<file path="config.mk">
export PLATFORM = sky130hd
export DESIGN_NAME = nor_wp_unit
export DESIGN_NICKNAME = d
export VERILOG_FILES = /design/src/rtl/nor_wp_pkg.sv /design/src/rtl/nor_wp_wel.sv /design/src/rtl/nor_wp_cfg.sv /design/src/rtl/nor_wp_region.sv /design/src/rtl/nor_wp_unit.sv
export SDC_FILE = /design/constraint.sdc
export NUM_CORES = 1
export LEC_CHECK = 0
export BUFFER_PORTS_ARGS = -buffer_cell sky130_fd_sc_hd__buf_2
export CAP_MARGIN = 10
export CORE_MARGIN = 10
export CORE_UTILIZATION = 45
export CTS_CLUSTER_DIAMETER = 120
export DETAILED_ROUTE_END_ITERATION = 10
export GPL_TIMING_DRIVEN = 1
export MAX_ROUTING_LAYER = met4
export PLACE_DENSITY = 0.89
export SETUP_SLACK_MARGIN = 0.3
export SLEW_MARGIN = 20
export SYNTH_ARGS = -nofsm -noshare
export SYNTH_HDL_FRONTEND = slang
export SYNTH_HIERARCHICAL = 1
export SYNTH_SLANG_ARGS = --single-unit
export TNS_END_PERCENT = 10
</file>
<file path="constraint.sdc">
create_clock -name clk -period 4.43 [get_ports clk]
set_clock_uncertainty 0.1 [all_clocks]
set_input_delay 0.6645 -clock clk [delete_from_list [all_inputs] [get_ports clk]]
set_output_delay 0.6645 -clock clk [all_outputs]
set_load 0.02 [all_outputs]
</file>
<file path="src/rtl/nor_wp_pkg.sv">
package nor_wp_pkg;

  localparam logic [7:0] OP_WREN = 8'h06;
  localparam logic [7:0] OP_WRDI = 8'h04;
  localparam logic [7:0] OP_WRSR = 8'h01;
  localparam logic [7:0] OP_RDSR = 8'h05;

  localparam logic [1:0] KIND_BULK = 2'd2;

  localparam int LEVEL_W = 4;

  // Field order mirrors status bits 7..2, which the command decoder relies on.
  typedef struct packed {
    logic       lock;
    logic       lvl_hi;
    logic       from_bottom;
    logic [2:0] lvl_lo;
  } prot_cfg_t;

endpackage

</file>
<file path="src/rtl/nor_wp_wel.sv">
module nor_wp_wel (
  input  logic clk,
  input  logic rst_n,
  input  logic set_i,
  input  logic clr_i,
  input  logic consume_i,
  output logic wel_o
);

  logic wel_d;

  always_comb begin
    wel_d = wel_o;
    if (set_i)          wel_d = 1'b1;
    else if (clr_i)     wel_d = 1'b0;
    else if (consume_i) wel_d = 1'b0;
  end

  always_ff @(posedge clk or negedge rst_n) begin
    if (!rst_n) wel_o <= 1'b0;
    else        wel_o <= wel_d;
  end

endmodule

</file>
<file path="src/rtl/nor_wp_cfg.sv">
module nor_wp_cfg
  import nor_wp_pkg::*;
(
  input  logic      clk,
  input  logic      rst_n,
  input  logic      load_i,
  input  prot_cfg_t data_i,
  output prot_cfg_t cfg_o
);

  prot_cfg_t cfg_d;

  always_comb begin
    cfg_d = cfg_o;
    if (load_i) cfg_d = data_i;
  end

  always_ff @(posedge clk or negedge rst_n) begin
    if (!rst_n) cfg_o <= '0;
    else        cfg_o <= cfg_d;
  end

endmodule

</file>
<file path="src/rtl/nor_wp_region.sv">
module nor_wp_region
  import nor_wp_pkg::*;
#(
  parameter int SECTOR_W       = 9,
  parameter int SECTOR_BYTES_W = 16,
  localparam int ADDR_W        = SECTOR_W + SECTOR_BYTES_W,
  localparam int CNT_W         = SECTOR_W + 1
) (
  input  logic [LEVEL_W-1:0] level_i,
  input  logic               from_bottom_i,
  input  logic [ADDR_W-1:0]  addr_i,
  output logic               hit_o,
  output logic               any_o
);

  localparam logic [CNT_W-1:0] NUM_SECT = CNT_W'(1) << SECTOR_W;
  localparam int               LVL_FULL = SECTOR_W + 1;

  logic [CNT_W-1:0] cnt;
  logic [ADDR_W:0]  bot_end;
  logic [ADDR_W:0]  top_start;
  logic [ADDR_W:0]  addr_x;

  generate
    if (LVL_FULL >= (1 << LEVEL_W) - 1) begin : g_nocap
      always_comb begin
        if (level_i == '0) cnt = '0;
        else               cnt = CNT_W'(1) << (level_i - 1'b1);
      end
    end else begin : g_cap
      always_comb begin
        if (level_i == '0)                 cnt = '0;
        else if (int'(level_i) > LVL_FULL) cnt = NUM_SECT;
        else                               cnt = CNT_W'(1) << (level_i - 1'b1);
      end
    end
  endgenerate

  always_comb begin
    addr_x    = {1'b0, addr_i};
    bot_end   = {cnt, {SECTOR_BYTES_W{1'b0}}};
    top_start = {NUM_SECT - cnt, {SECTOR_BYTES_W{1'b0}}};
    if (from_bottom_i) hit_o = addr_x < bot_end;
    else               hit_o = (cnt != '0) && (addr_x >= top_start);
    any_o = cnt != '0;
  end

endmodule

</file>
<file path="src/rtl/nor_wp_unit.sv">
module nor_wp_unit
  import nor_wp_pkg::*;
#(
  parameter int SECTOR_W       = 9,
  parameter int SECTOR_BYTES_W = 16,
  localparam int ADDR_W        = SECTOR_W + SECTOR_BYTES_W
) (
  input  logic              clk,
  input  logic              rst_n,
  input  logic              cmd_valid,
  input  logic [7:0]        cmd_op,
  input  logic [7:0]        cmd_data,
  input  logic              wp_n,
  input  logic              req_valid,
  input  logic [1:0]        req_kind,
  input  logic [ADDR_W-1:0] req_addr,
  output logic              resp_valid,
  output logic              resp_ok,
  output logic              rd_valid,
  output logic [7:0]        rd_byte,
  output logic [7:0]        status_byte
);

  logic      is_wren, is_wrdi, is_wrsr, is_rdsr;
  logic      wel_q;
  prot_cfg_t cfg_q;
  prot_cfg_t cfg_new;
  logic [1:0] unused_low;
  logic [LEVEL_W-1:0] level;
  logic      sect_hit, any_prot;
  logic      req_ok, wrsr_ok;
  logic      resp_valid_d, resp_ok_d, rd_valid_d;
  logic [7:0] rd_byte_d;

  assign is_wren = cmd_valid && (cmd_op == OP_WREN);
  assign is_wrdi = cmd_valid && (cmd_op == OP_WRDI);
  assign is_wrsr = cmd_valid && (cmd_op == OP_WRSR);
  assign is_rdsr = cmd_valid && (cmd_op == OP_RDSR);

  assign cfg_new    = prot_cfg_t'(cmd_data[7:2]);
  assign unused_low = cmd_data[1:0];
  assign level      = {cfg_q.lvl_hi, cfg_q.lvl_lo};

  nor_wp_region #(
    .SECTOR_W      (SECTOR_W),
    .SECTOR_BYTES_W(SECTOR_BYTES_W)
  ) i_region (
    .level_i      (level),
    .from_bottom_i(cfg_q.from_bottom),
    .addr_i       (req_addr),
    .hit_o        (sect_hit),
    .any_o        (any_prot)
  );

  always_comb begin
    req_ok = req_valid && wel_q &&
             ((req_kind == KIND_BULK) ? !any_prot : !sect_hit);
    wrsr_ok = is_wrsr && wel_q && !req_ok && (wp_n || !cfg_q.lock);
  end

  nor_wp_wel i_wel (
    .clk      (clk),
    .rst_n    (rst_n),
    .set_i    (is_wren),
    .clr_i    (is_wrdi),
    .consume_i(req_ok || wrsr_ok),
    .wel_o    (wel_q)
  );

  nor_wp_cfg i_cfg (
    .clk   (clk),
    .rst_n (rst_n),
    .load_i(wrsr_ok),
    .data_i(cfg_new),
    .cfg_o (cfg_q)
  );

  assign status_byte = {cfg_q, wel_q, 1'b0};

  always_comb begin
    resp_valid_d = req_valid;
    resp_ok_d    = req_ok;
    rd_valid_d   = is_rdsr;
    rd_byte_d    = rd_byte;
    if (is_rdsr) rd_byte_d = status_byte;
  end

  always_ff @(posedge clk or negedge rst_n) begin
    if (!rst_n) begin
      resp_valid <= 1'b0;
      resp_ok    <= 1'b0;
      rd_valid   <= 1'b0;
      rd_byte    <= '0;
    end else begin
      resp_valid <= resp_valid_d;
      resp_ok    <= resp_ok_d;
      rd_valid   <= rd_valid_d;
      rd_byte    <= rd_byte_d;
    end
  end

endmodule

</file>
# == Word level (Yosys, flattened, before mapping) ==
# Cells that the tools add are included.
# classes
muxes,7
reduce_logical,19
n_div,0
mul,0
shift,1
n_eq_ne,5
bitwise,0
n_lt_le_gt_ge,3
add_sub_neg,2
# ops
cell,count
>= comparator 25 x 26 -> 1 bit,1
< comparator 25 x 26 -> 1 bit,1
"equality test 8 x 3 -> 1 bit, second input constant",3
two-way mux 10 bit,2
logical AND 1 bit,10
nonzero test 10 bit,1
"<< shifter 1 x 4 -> 10 bit, first input constant",1
"subtractor 10 bit, first input constant",1
"equality test 8 x 1 -> 1 bit, second input constant",1
two-way mux 1 bit,5
"greater-than comparator 4 bit, second input constant",1
zero test 1 bit,4
zero test 4 bit,1
"subtractor 4 x 1 -> 4 bit, second input constant",1
nonzero test 3 bit,1
"equality test 2 bit, second input constant",1
logical OR 1 bit,2
# totals
register_bits,17
ram_bits,0
out_inout_bits,19
rom_bits,0
latchBits,0
memories,0
wordCells,46

# == Longest topological paths before layout ==
# Gate-level depths: netlist of the first run.
# logic_depth
ltp_word,18
mapped_depth,17

# == Hierarchy ==
# The synthesis of the first run kept the hierarchy.
# modules_own_cells
module,cells_per_inst,instances,seq_area_each_um2,area_per_inst_um2
nor_wp_region,92,1,0.0,668.1
nor_wp_unit,37,1,250.2,481.7
nor_wp_cfg,13,1,150.1,251.5
nor_wp_wel,3,1,25.0,38.8

# == Least setup slack after synthesis of the first run ==
# No wires, ideal clock.
# synth_path
path_type,reg-to-reg
startpoint,register i_cfg/cfg_o[0] (netlist name)
endpoint,register i_cfg/cfg_o[0] (netlist name)
stages_incl_launch_ff,17
n_path_buf,2
path_slack_ns,0.840
required_time_ns,4.205
arrival_ns,3.364
path_cell_list,dfrtp_1 buf_2 nor2b_1 and2_1 inv_1 ha_1 nand2_1 mux2i_1 ha_1 and4_1 a221o_1 a41oi_1 a2bb2oi_1 a211oi_1 nor2_1 buf_6 mux2_4
# synth_between
elab_chain_cells,14
word_cells_on_any_way,19
classes_between,add/sub: 2; order compare: 3; shift: 1; mux: 4; reduce/logical: 9
# synth_lines
item,line,source
"start, declared",nor_wp_cfg.sv:8,output prot_cfg_t cfg_o
"start signal, assigned",nor_wp_cfg.sv:20,else cfg_o <= cfg_d;
subtractor 4 x 1 -> 4 bit,nor_wp_region.sv:34,else cnt = CNT_W'(1) << (level_i - 1'b1);
<< shifter 1 x 4 -> 10 bit,nor_wp_region.sv:34,
two-way mux 10 bit,nor_wp_region.sv:33,else if (int'(level_i) > LVL_FULL) cnt = NUM_SECT;
two-way mux 10 bit *,nor_wp_region.sv:32,if (level_i == '0) cnt = '0;
subtractor 10 bit,nor_wp_region.sv:42,"top_start = {NUM_SECT - cnt, {SECTOR_BYTES_W{1'b0}}};"
>= comparator 25 x 26 -> 1 bit,nor_wp_region.sv:44,else hit_o = (cnt != '0) && (addr_x >= top_start);
logical AND 1 bit,nor_wp_region.sv:44,
two-way mux 1 bit *,nor_wp_region.sv:43,if (from_bottom_i) hit_o = addr_x < bot_end;
named net sect_hit,nor_wp_unit.sv:30,"logic sect_hit, any_prot;"
zero test 1 bit *,nor_wp_unit.sv:57,((req_kind == KIND_BULK) ? !any_prot : !sect_hit);
two-way mux 1 bit *,nor_wp_unit.sv:57,
logical AND 1 bit *,nor_wp_unit.sv:56,req_ok = req_valid && wel_q &&
named net req_ok,nor_wp_unit.sv:31,"logic req_ok, wrsr_ok;"
zero test 1 bit *,nor_wp_unit.sv:58,wrsr_ok = is_wrsr && wel_q && !req_ok && (wp_n || !cfg_q.lock);
logical AND 1 bit * (2 in a row),nor_wp_unit.sv:58,
named net wrsr_ok,nor_wp_unit.sv:31,
# The timed path passes the listed nets; every way through them passes the cells marked *.
# A chain may end at the register's enable or synchronous reset.

# == Final worst setup path of the first run ==
# layout_path
startpoint,register i_cfg/cfg_o[0] (netlist name)
endpoint,register i_cfg/cfg_o[1] (netlist name)
# The elaborated chain is that of the path after synthesis.

==> impl_summary.log, run 1 <==
[metrics] post-synthesis sequential element count: 17
[metrics] Critical Path, Cell by Cell: nor2b_1 > and2_1 > inv_1 > ha_1 > o21ai_0 > o21ai_0 > ha_1 > and4_1 > nand3_1 > nor3_1 > o221ai_1 > a2bb2oi_1 > a211oi_1 > nor2_1 > buf_4 > mux2_4
[metrics] RSZ-0062 raised after global routing: false
[metrics] arrival time at the worst endpoint: 3.91 ns
[metrics] Flop pwr share: 0.529
[metrics] Worst setup EP type: flop
[metrics] initial antenna violation count: 0
[metrics] clock transition time at the flip-flop clock pins of the worst setup and hold paths: 0.09 ns
[metrics] number of pins with negative max-slew slack in the final report: 0
[metrics] Top-Level Pins: 67
[metrics] slowest stage delay, CP: 0.55 ns
[metrics] cell area after synthesis: 0.00144 mm²
[metrics] vertical extent of the die: 76.6 µm
[metrics] routed length per placed instance: 14.9 µm
[metrics] DR iter-0 viols: 77
[metrics] fmax: 261 MHz
[metrics] layout cells sized above 1: 0.405
[metrics] area after detailed placement: 0.00177 mm²
[metrics] Final nets: 272
[metrics] die width: 76.6 µm
[metrics] Core ar.: 0.00305 mm²
[metrics] type of the worst setup path: reg -> reg
[metrics] number of design rule violations left after detail routing: 0
[metrics] number of flops mapped to enable cells by yosys: 0
[metrics] total track usage: 0.128
[metrics] gate family responsible for the most delay along the worst path: simple AND/OR/NAND/NOR gates
[metrics] HPWL after DPL: 3270 µm
[metrics] CTS Buf Count: 3
[metrics] initial cell density of the core: 0.472
[metrics] number of global-route vias before repair: 1396
[metrics] sum of negative setup slack: 0 ns
[metrics] maximum number of buffers from clock root to sink: 2
[metrics] buffers and inverters on the worst path: 2
[metrics] Pre-antenna DRT Iters: 4
[metrics] synthesized instance count: 145
[metrics] clock tree from TritonCTS: built
[metrics] # resized after CTS: 0
[metrics] part of the total power dissipated in combinational logic: 0.202
[metrics] Peak VDD IR: 0.160 mV
[metrics] launching element type of the critical path: flop
[metrics] Worst-Margin Slew: 0.575 ns
[metrics] fraction of power spent switching nets: 0.259
[metrics] Power per Cell Area: 167 mW/mm²
[metrics] Vias: 1322
[metrics] flip-flop cell with the highest count after synthesis: sky130_fd_sc_hd__dfrtp_1
[metrics] number of warnings reported in the yosys synthesis log: 6
[metrics] antenna fix cells: 0
[metrics] fin crit share: 0.866
[metrics] ys async rst share: 1.00
[metrics] run status: complete, no violations
[metrics] total wire length: 3710 µm
[metrics] count of input and output buffers: 62
[metrics] power share of the clock group: 0.269
[metrics] Final setup violation count: 0
[metrics] clock tree sinks: 17
[metrics] Die Area: 0.00586 mm²
[metrics] multi-input combinational cell area: 945 µm²
[metrics] hold buffers post-CTS: 0
[metrics] CP Data Required Time: 4.50 ns
[metrics] net switching power: 77.6 µW
[metrics] unique cell type count in the Yosys netlist: 42
[metrics] Final Hold Fails: 0
[metrics] sequential area share after synthesis: 0.295
[metrics] routed vias/inst: 5.31
[metrics] Root Buffer Master: sky130_fd_sc_hd__clkbuf_4
[metrics] total gr overflow: 0
[metrics] register area: 425 µm²
[metrics] max_slew headroom: 0.615
[metrics] Rows: 20
[metrics] GP Congestion: 0.827
[metrics] Antenna Violating Nets Remaining: 0
[metrics] leakage power: 0.000901 µW
[metrics] post-layout minimum cycle time: 3.84 ns
[metrics] pin count of the biggest net entering global routing: 18
[metrics] type of the most critical hold path: in -> async
[metrics] biggest fanout along the worst timing path: 12
[metrics] H-tree level count: 1
[metrics] number of maximum-capacitance violations: 0
[metrics] area grow syn2layout: 24.4%
[metrics] standard cell with the maximum stage delay on the critical path: sky130_fd_sc_hd__dfrtp_1
[metrics] cell-internal power: 222 µW
[metrics] global-route wire length before repair: 6230 µm
[metrics] clock latency on the worst-skew pair: 0.28 ns
[metrics] layout filler cell count: 296
[metrics] post-CTS repair timing setup buffer count: 0
[metrics] post-layout instance area: 0.00179 mm²
[metrics] post-synthesis average cell area: 9.93 µm²
==> worst paths after layout <==
kind / slack, ns / depth (start not counted) / start / end
min in group clk: 0.40 / 1 / req_valid / resp_valid
worst max register to register: 0.59 / 16 / i_cfg/cfg_o[0] / i_cfg/cfg_o[1]
worst min-delay path: 0.18 / 1 / rst_n / i_wel/wel_o
worst max-delay path: 0.59 / 16 / i_cfg/cfg_o[0] / i_cfg/cfg_o[1]
worst min register to register: 0.41 / 1 / rd_byte[6] / rd_byte[6]
max in group asynchronous: 3.78 / 1 / rst_n / rd_valid
==> cell usage after synthesis (2+ instances only) <==
cell	instances	share of area
sky130_fd_sc_hd__xnor2_1	3	0.018
sky130_fd_sc_hd__buf_4	3	0.016
sky130_fd_sc_hd__o211ai_1	3	0.016
sky130_fd_sc_hd__a21oi_1	4	0.014
sky130_fd_sc_hd__clkbuf_1	2	0.0052
sky130_fd_sc_hd__mux2_2	7	0.055
sky130_fd_sc_hd__and2_1	2	0.0087
sky130_fd_sc_hd__dfrtp_1	17	0.30
sky130_fd_sc_hd__inv_1	6	0.016
sky130_fd_sc_hd__nand2_1	12	0.031
sky130_fd_sc_hd__nor4_1	5	0.022
sky130_fd_sc_hd__nor2b_1	5	0.022
sky130_fd_sc_hd__nor2_1	6	0.016
sky130_fd_sc_hd__o21ai_0	8	0.028
sky130_fd_sc_hd__nand3_1	6	0.021
sky130_fd_sc_hd__nor3_1	2	0.0070
sky130_fd_sc_hd__mux2_4	6	0.063
sky130_fd_sc_hd__ha_1	18	0.16
sky130_fd_sc_hd__nand2b_1	4	0.017
sky130_fd_sc_hd__buf_2	2	0.0070
sky130_fd_sc_hd__nand3b_1	3	0.016
==> power groups by stage <==
stage | clock (µW) | sequential, µW | combinational, µW
6_report | 80.9 | 159 | 60.6
3_3_place_gp | 0 | 162 | 58.4
5_1_grt | 93.2 | 159 | 68.7
2_1_floorplan | 0 | 163 | 30.0
3_5_place_dp | 0 | 162 | 61.2
4_1_cts | 83.0 | 159 | 61.4
==> per-layer routing <==
metal / global-route usage / part of all wire
met1: 0.146 / 0.44
met2: 0.222 / 0.51
met3: 0.0318 / 0.053
met4: 0.0223 / 0
met5: - / 0
==> registers in the layout, indices dropped and copies added, names as in the netlist <==
| signal | cells |
|---|---|
| i_cfg/cfg_o | 6 |
| i_wel/wel_o | 1 |
| rd_byte | 7 |
| rd_valid | 1 |
| resp_ok | 1 |
| resp_valid | 1 |
==> stage by stage <==
step	power, µW	setup slack, ns	utilization	std cells	hold slack [ns]
floorplan	193	0.840	-	146	0.269
global placement	220	0.657	0.578	245	0.384
detailed placement	223	0.616	0.578	245	0.393
CTS	303	0.586	0.587	249	0.188
global route	321	0.308	0.587	249	0.186
finish	300	0.594	0.587	249	0.181
==> cells in the final DEF (no fill, tap or decap), types with 2 or more instances in the layout <==
master / Yosys / routed
sky130_fd_sc_hd__mux2_2: 7 / 7
sky130_fd_sc_hd__clkbuf_4: 0 / 3
sky130_fd_sc_hd__mux2_4: 6 / 6
sky130_fd_sc_hd__conb_1: 1 / 2
sky130_fd_sc_hd__a21oi_1: 4 / 4
sky130_fd_sc_hd__ha_1: 18 / 18
sky130_fd_sc_hd__nor2_1: 6 / 6
sky130_fd_sc_hd__nor4_1: 5 / 5
sky130_fd_sc_hd__nand3_1: 6 / 6
sky130_fd_sc_hd__nand3b_1: 3 / 3
sky130_fd_sc_hd__xnor2_1: 3 / 3
sky130_fd_sc_hd__nor3_1: 2 / 2
sky130_fd_sc_hd__dfrtp_1: 17 / 17
sky130_fd_sc_hd__nand2b_1: 4 / 4
sky130_fd_sc_hd__nor2b_1: 5 / 5
sky130_fd_sc_hd__buf_2: 2 / 62
sky130_fd_sc_hd__and2_1: 2 / 2
sky130_fd_sc_hd__inv_1: 6 / 6
sky130_fd_sc_hd__o211ai_1: 3 / 3
sky130_fd_sc_hd__o21ai_0: 8 / 8
sky130_fd_sc_hd__nand2_1: 12 / 12
==> layout make-up <==
class | count | area share
Clock buffer | 4 | 0.0147
Sequential cell | 17 | 0.237
Inverter | 6 | 0.0126
Timing Repair Buffer | 63 | 0.177
Tap cell | 44 | 0.0307
Multi-Input combinational cell | 115 | 0.527
==> cell families (layout without fill, tap and decap cells) <==
family / count (synthesis) / count (layout) / share of synthesized area
other: 1 / 2 / 0.00260
muxes: 14 / 14 / 0.124
xor gates and xnor gates: 3 / 3 / 0.0182
adders and majority gates: 18 / 18 / 0.156
AOI/OAI and AO/OA: 24 / 24 / 0.127
buffers and inverters: 14 / 73 / 0.0513
and+or+nand+nor: 54 / 54 / 0.225
DFF: 17 / 17 / 0.295
Power figures use the tool's default switching activity.
==> inputs of run 2 (changes only) <==
--- a/config.mk
+++ b/config.mk
@@ -8,12 +8,11 @@
 export BUFFER_PORTS_ARGS = -buffer_cell sky130_fd_sc_hd__buf_2
 export CAP_MARGIN = 10
 export CORE_MARGIN = 10
-export CORE_UTILIZATION = 45
+export CORE_UTILIZATION = 47
 export CTS_CLUSTER_DIAMETER = 120
 export DETAILED_ROUTE_END_ITERATION = 10
 export GPL_TIMING_DRIVEN = 1
-export MAX_ROUTING_LAYER = met4
-export PLACE_DENSITY = 0.89
+export PLACE_DENSITY = 0.92
 export SETUP_SLACK_MARGIN = 0.3
 export SLEW_MARGIN = 20
 export SYNTH_ARGS = -nofsm -noshare
==> impl_summary.log, run 2 (synthesized netlist as in run 1, its figures left out) <==
[metrics] register bank with the most flops: rd_byte
[metrics] Worst-Margin Slew: 0.557 ns
[metrics] uppermost layer routed: met4
[metrics] die width: 75.4 µm
[metrics] number of design rule violations left after detail routing: 0
[metrics] HPWL after DPL: 3380 µm
[metrics] Vias: 1345
[metrics] Final Hold Fails: 0
[metrics] cell-internal power: 221 µW
[metrics] number of pins with negative max-slew slack in the final report: 0
[metrics] clock tree sinks: 17
[metrics] DR iter-0 viols: 46
[metrics] H-tree level count: 1
[metrics] fmax: 262 MHz
[metrics] initial antenna violation count: 0
[metrics] number of maximum-capacitance violations: 0
[metrics] fraction of power spent switching nets: 0.276
[metrics] pin count of the biggest net entering global routing: 18
[metrics] Antenna Violating Nets Remaining: 0
[metrics] GP Congestion: 0.827
[metrics] number of cells in the finished layout apart from fillers: 239
[metrics] Die Area: 0.00568 mm²
[metrics] commonest cells after routing, fill and taps aside: 62 x sky130_fd_sc_hd__buf_2, 18 x sky130_fd_sc_hd__ha_1, 17 x sky130_fd_sc_hd__dfrtp_1
[metrics] type of the most critical hold path: in -> async
[metrics] hold buffers post-CTS: 0
[metrics] Top-Level Pins: 67
[metrics] part of the total power dissipated in combinational logic: 0.202
[metrics] arrival time at the worst endpoint: 3.90 ns
[metrics] biggest fanout along the worst timing path: 12
[metrics] layout cells sized above 1: 0.422
[metrics] flip-flop count of the largest register after layout: 7
[metrics] launching element type of the critical path: flop
[metrics] run status: complete, no violations
[metrics] clock latency on the worst-skew pair: 0.29 ns
[metrics] Peak VDD IR: 0.195 mV
[metrics] global-route wire length before repair: 6320 µm
[metrics] net switching power: 84.4 µW
[metrics] sum of negative setup slack: 0 ns
[metrics] RSZ-0062 raised after global routing: false
[metrics] type of the worst setup path: reg -> reg
[metrics] total gr overflow: 0
[metrics] worst-case reg-to-reg path depth: 15
[metrics] leakage power: 0.000910 µW
[metrics] CP Data Required Time: 4.52 ns
[metrics] top flop regs: rd_byte: 7 flops, i_cfg/cfg_o: 6 flops
[metrics] routed vias/inst: 5.63
[metrics] initial cell density of the core: 0.480
[metrics] maximum number of buffers from clock root to sink: 2
[metrics] Worst setup EP type: flop
[metrics] power share of the clock group: 0.279
[metrics] count of input and output buffers: 62
[metrics] Rows: 20
[metrics] routed length per placed instance: 16.4 µm
[metrics] setup slack after placement: 0.402 ns
[metrics] vertical extent of the die: 75.4 µm
[metrics] Final setup violation count: 0
[metrics] CTS Buf Count: 3
[metrics] fin crit share: 0.861
[metrics] Pre-antenna DRT Iters: 4
[metrics] number of cells after detailed placement: 235
[metrics] total track usage: 0.142
[metrics] area grow syn2layout: 24.9%
[metrics] Setup WS post-layout: 0.616 ns
[metrics] Power per Cell Area: 170 mW/mm²
[metrics] routed length on met2: 2050 µm
[metrics] max_slew headroom: 0.627
[metrics] most common library cell in the layout ignoring fill and taps: sky130_fd_sc_hd__buf_2
[metrics] Flop pwr share: 0.519
[metrics] total wire length: 3920 µm
[metrics] length of routed wiring on met1: 1440 µm
[metrics] Root Buffer Master: sky130_fd_sc_hd__clkbuf_4
[metrics] post-layout minimum cycle time: 3.81 ns
[metrics] clock tree from TritonCTS: built
[metrics] clock transition time at the flip-flop clock pins of the worst setup and hold paths: 0.10 ns
[metrics] antenna fix cells: 0
[metrics] number of global-route vias before repair: 1478
[metrics] Final nets: 273
[metrics] routed wl met3: 334 µm
[metrics] Core ar.: 0.00300 mm²
## run 2: cell types whose count changed in the layout (fill, tap and decap cells not counted), sizes merged
cell	change
clkbuf	-1
clkinv	+1
buf	+1
## run 2: worst paths after layout
path | start | to | slack, ns
min reg2reg | rd_byte[7] | rd_byte[7] | 0.41
max reg2reg | i_cfg/cfg_o[4] | i_cfg/cfg_o[0] | 0.62
max in group asynchronous | rst_n | i_cfg/cfg_o[1] | 3.78
min | rst_n | i_wel/wel_o | 0.17
max | i_cfg/cfg_o[4] | i_cfg/cfg_o[0] | 0.62
min in group clk | req_valid | resp_valid | 0.39
## run 2: metrics by stage
step	total power [µW]	instance area, µm²	util	hold WS [ns]
floorplan	193	1440	-	0.269
global route	323	1800	0.599	0.169
finish	306	1800	0.599	0.170
global placement	220	1760	0.586	0.385
detailed placement	223	1760	0.586	0.390
CTS	307	1790	0.595	0.181
## run 2: what timing repair did
| action | CTS | global route |
|---|---|---|
| setup endpoints to repair | 0 | 6 |
| setup buffers | 0 | 0 |
| gates resized for setup | 0 | 3 |
## run 2: area by class of cell
cell class	count	area, µm²
inverters	6	22.5
fillers	262	1200
well taps	33	41.3
clock buffers	3	22.5
repair buffers	64	325
multi-input cells	115	957
clock inverters	1	5.00
flip-flops and latches	17	425
## run 2: per-layer routing
metal  global-route usage  vias to the layer above
li1                     -                      650
met1                0.145                      628
met2                0.250                       57
met3               0.0664                       10
met4               0.0433                        0
met5                    0                        -
## run 2: power by group through the flow
stage	Clock, µW	Combinational, µW	Sequential [µW]
CTS	86.7	61.9	159
finish	85.2	61.9	159
floorplan	0	30.0	163
global route	95.1	69.2	159
global placement	0	58.7	162
detailed placement	0	61.4	162
## run 2: worst max-delay path: stages (launching register included)
cell and delay, ns:
sky130_fd_sc_hd__dfrtp_1 0.53, sky130_fd_sc_hd__nor2b_1 0.29, sky130_fd_sc_hd__and2_1 0.21, sky130_fd_sc_hd__inv_1 0.05
sky130_fd_sc_hd__ha_1 0.28, sky130_fd_sc_hd__o21ai_0 0.10, sky130_fd_sc_hd__o21ai_0 0.13, sky130_fd_sc_hd__ha_1 0.31
sky130_fd_sc_hd__and4_1 0.21, sky130_fd_sc_hd__nand3_1 0.11, sky130_fd_sc_hd__nor3_1 0.25, sky130_fd_sc_hd__o221ai_1 0.13
sky130_fd_sc_hd__a2bb2oi_1 0.26, sky130_fd_sc_hd__a211oi_2 0.15, sky130_fd_sc_hd__nor2_4 0.28, sky130_fd_sc_hd__mux2_4 0.33
==> inputs of run 3 (changes only) <==
--- a/config.mk
+++ b/config.mk
@@ -8,11 +8,11 @@
 export BUFFER_PORTS_ARGS = -buffer_cell sky130_fd_sc_hd__buf_2
 export CAP_MARGIN = 10
 export CORE_MARGIN = 10
-export CORE_UTILIZATION = 47
+export CORE_UTILIZATION = 45
 export CTS_CLUSTER_DIAMETER = 120
 export DETAILED_ROUTE_END_ITERATION = 10
 export GPL_TIMING_DRIVEN = 1
-export PLACE_DENSITY = 0.92
+export PLACE_DENSITY = 0.89
 export SETUP_SLACK_MARGIN = 0.3
 export SLEW_MARGIN = 20
 export SYNTH_ARGS = -nofsm -noshare
==> constraint.sdc (replaced) <==
create_clock -name clk -period 4.43 [get_ports clk]
set_clock_uncertainty 0.1 [all_clocks]
set_input_delay 0.886 -clock clk [delete_from_list [all_inputs] [get_ports clk]]
set_output_delay 0.886 -clock clk [all_outputs]
set_load 0.02 [all_outputs]
==> impl_summary.log, run 3 (synthesized netlist as in run 1, its figures left out) <==
[metrics] post-CTS repair timing setup buffer count: 0
[metrics] hold buffers post-CTS: 0
[metrics] type of the worst setup path: reg -> reg
[metrics] Worst-Margin Slew: 0.588 ns
[metrics] total gr overflow: 0
[metrics] reg2reg setup slack: 0.57 ns
[metrics] critical path endpoint: i_cfg/cfg_o[0]
[metrics] # resized after CTS: 0
[metrics] DR iter-0 viols: 63
[metrics] type of the most critical hold path: in -> async
[metrics] Root Buffer Master: sky130_fd_sc_hd__clkbuf_4
[metrics] worst hold-check slack: 0.392 ns
[metrics] Worst setup EP type: flop
[metrics] pin count of the biggest net entering global routing: 18
[metrics] Design Power: 301 µW
[metrics] HPWL after DPL: 3180 µm
[metrics] fin crit share: 0.871
[metrics] commonest cells after routing, fill and taps aside: 62 x sky130_fd_sc_hd__buf_2, 18 x sky130_fd_sc_hd__ha_1, 17 x sky130_fd_sc_hd__dfrtp_1
[metrics] launch point of the worst reg-to-reg path: i_cfg/cfg_o[0]
[metrics] maximum number of buffers from clock root to sink: 2
[metrics] routed length per placed instance: 14.6 µm
[metrics] biggest fanout along the worst timing path: 12
[metrics] top flop regs: rd_byte: 7 flops, i_cfg/cfg_o: 6 flops
[metrics] worst setup path start: i_cfg/cfg_o[0]
[metrics] clock transition time at the flip-flop clock pins of the worst setup and hold paths: 0.10 ns
[metrics] vertical extent of the die: 76.6 µm
[metrics] initial antenna violation count: 0
[metrics] Rows: 20
[metrics] CTS Buf Count: 3
[metrics] register bank with the most flops: rd_byte
[metrics] Die Area: 0.00586 mm²
[metrics] Final setup violation count: 0
[metrics] fmax: 259 MHz
[metrics] sum of negative setup slack: 0 ns
[metrics] clock tree from TritonCTS: built
[metrics] critical register-to-register path endpoint: i_cfg/cfg_o[0]
[metrics] GP Congestion: 0.785
[metrics] CP Data Required Time: 4.51 ns
[metrics] Power per Cell Area: 168 mW/mm²
[metrics] number of global-route vias before repair: 1355
[metrics] Final nets: 272
[metrics] antenna fix cells: 0
[metrics] initial cell density of the core: 0.472
[metrics] number of design rule violations left after detail routing: 0
[metrics] count of input and output buffers: 62
[metrics] area grow syn2layout: 24.5%
[metrics] number of pins with negative max-slew slack in the final report: 0
[metrics] routed vias/inst: 5.20
[metrics] clock latency on the worst-skew pair: 0.29 ns
[metrics] Vias: 1296
[metrics] die width: 76.6 µm
[metrics] flip-flop count of the largest register after layout: 7
[metrics] global-route wire length before repair: 5880 µm
[metrics] Antenna Violating Nets Remaining: 0
[metrics] layout cells sized above 1: 0.410
[metrics] clock tree sinks: 17
[metrics] post-layout minimum cycle time: 3.86 ns
[metrics] RSZ-0062 raised after global routing: false
[metrics] arrival time at the worst endpoint: 3.94 ns
[metrics] Top-Level Pins: 67
[metrics] total track usage: 0.117
[metrics] Final Hold Fails: 0
[metrics] run status: complete, no violations
[metrics] total wire length: 3640 µm
[metrics] worst-case reg-to-reg path depth: 15
[metrics] H-tree level count: 1
[metrics] launching element type of the critical path: flop
[metrics] fraction of the core area covered by cells at the end of the flow: 0.587
[metrics] Core ar.: 0.00305 mm²
[metrics] most common library cell in the layout ignoring fill and taps: sky130_fd_sc_hd__buf_2
[metrics] leakage power: 0.000903 µW
[metrics] number of maximum-capacitance violations: 0
[metrics] Peak VDD IR: 0.209 mV
[metrics] max_slew headroom: 0.607
[metrics] Pre-antenna DRT Iters: 4
## run 3: cell types whose count changed in the layout (fill, tap and decap cells not counted), sizes merged
cell  before  now
buf       64   63
## run 3: layout make-up
class | instances | area (µm²)
well taps | 44 | 55.1
clock inverters | 1 | 5.00
multi-input cells | 115 | 945
inverters | 6 | 22.5
fillers | 290 | 1260
flip-flops and latches | 17 | 425
clock buffers | 3 | 22.5
repair buffers | 63 | 318
## run 3: through the flow
stage               instances  setup slack, ns  cell area, µm²
detailed placement        245            0.623            1770
global route              249            0.307            1790
global placement          245            0.662            1770
floorplan                 146            0.840            1440
finish                    249            0.573            1790
CTS                       249            0.591            1790
## run 3: where the power goes
part           internal (µW)  switching [µW]
Combinational           30.4            29.7
Clock                   33.6            49.0
Sequential               157            1.71
## run 3: critical path: stages (launching register included)
cell                        delay [ns]
sky130_fd_sc_hd__dfrtp_1          0.54
sky130_fd_sc_hd__nor2b_1          0.31
sky130_fd_sc_hd__and2_1           0.20
sky130_fd_sc_hd__inv_1            0.05
sky130_fd_sc_hd__ha_1             0.28
sky130_fd_sc_hd__nand2_1          0.10
sky130_fd_sc_hd__mux2i_1          0.21
sky130_fd_sc_hd__ha_1             0.27
sky130_fd_sc_hd__and4_1           0.21
sky130_fd_sc_hd__a221o_1          0.30
sky130_fd_sc_hd__a41oi_1          0.19
sky130_fd_sc_hd__a2bb2oi_1        0.10
sky130_fd_sc_hd__a211oi_1         0.32
sky130_fd_sc_hd__nor2_1           0.09
sky130_fd_sc_hd__buf_4            0.19
sky130_fd_sc_hd__mux2_4           0.30
## run 3: how the worst min path moves through the flow
stage	start	to	slack, ns
6_report	rst_n	i_wel/wel_o	0.39
5_1_grt	rst_n	i_wel/wel_o	0.40
3_5_place_dp	rd_byte[6]	rd_byte[6]	0.39
2_1_floorplan	i_wel/wel_o	rd_byte[1]	0.43
3_3_place_gp	rd_byte[7]	rd_byte[7]	0.38
4_1_cts	rst_n	rd_valid	0.40
## run 3: metal layers
| layer | part of all wire | global-route usage | up-vias |
|---|---|---|---|
| li1 | - | - | 651 |
| met1 | 0.42 | 0.133 | 596 |
| met2 | 0.50 | 0.209 | 47 |
| met3 | 0.069 | 0.0401 | 2 |
| met4 | 0.0058 | 0.0130 | 0 |
| met5 | 0 | 0 | - |
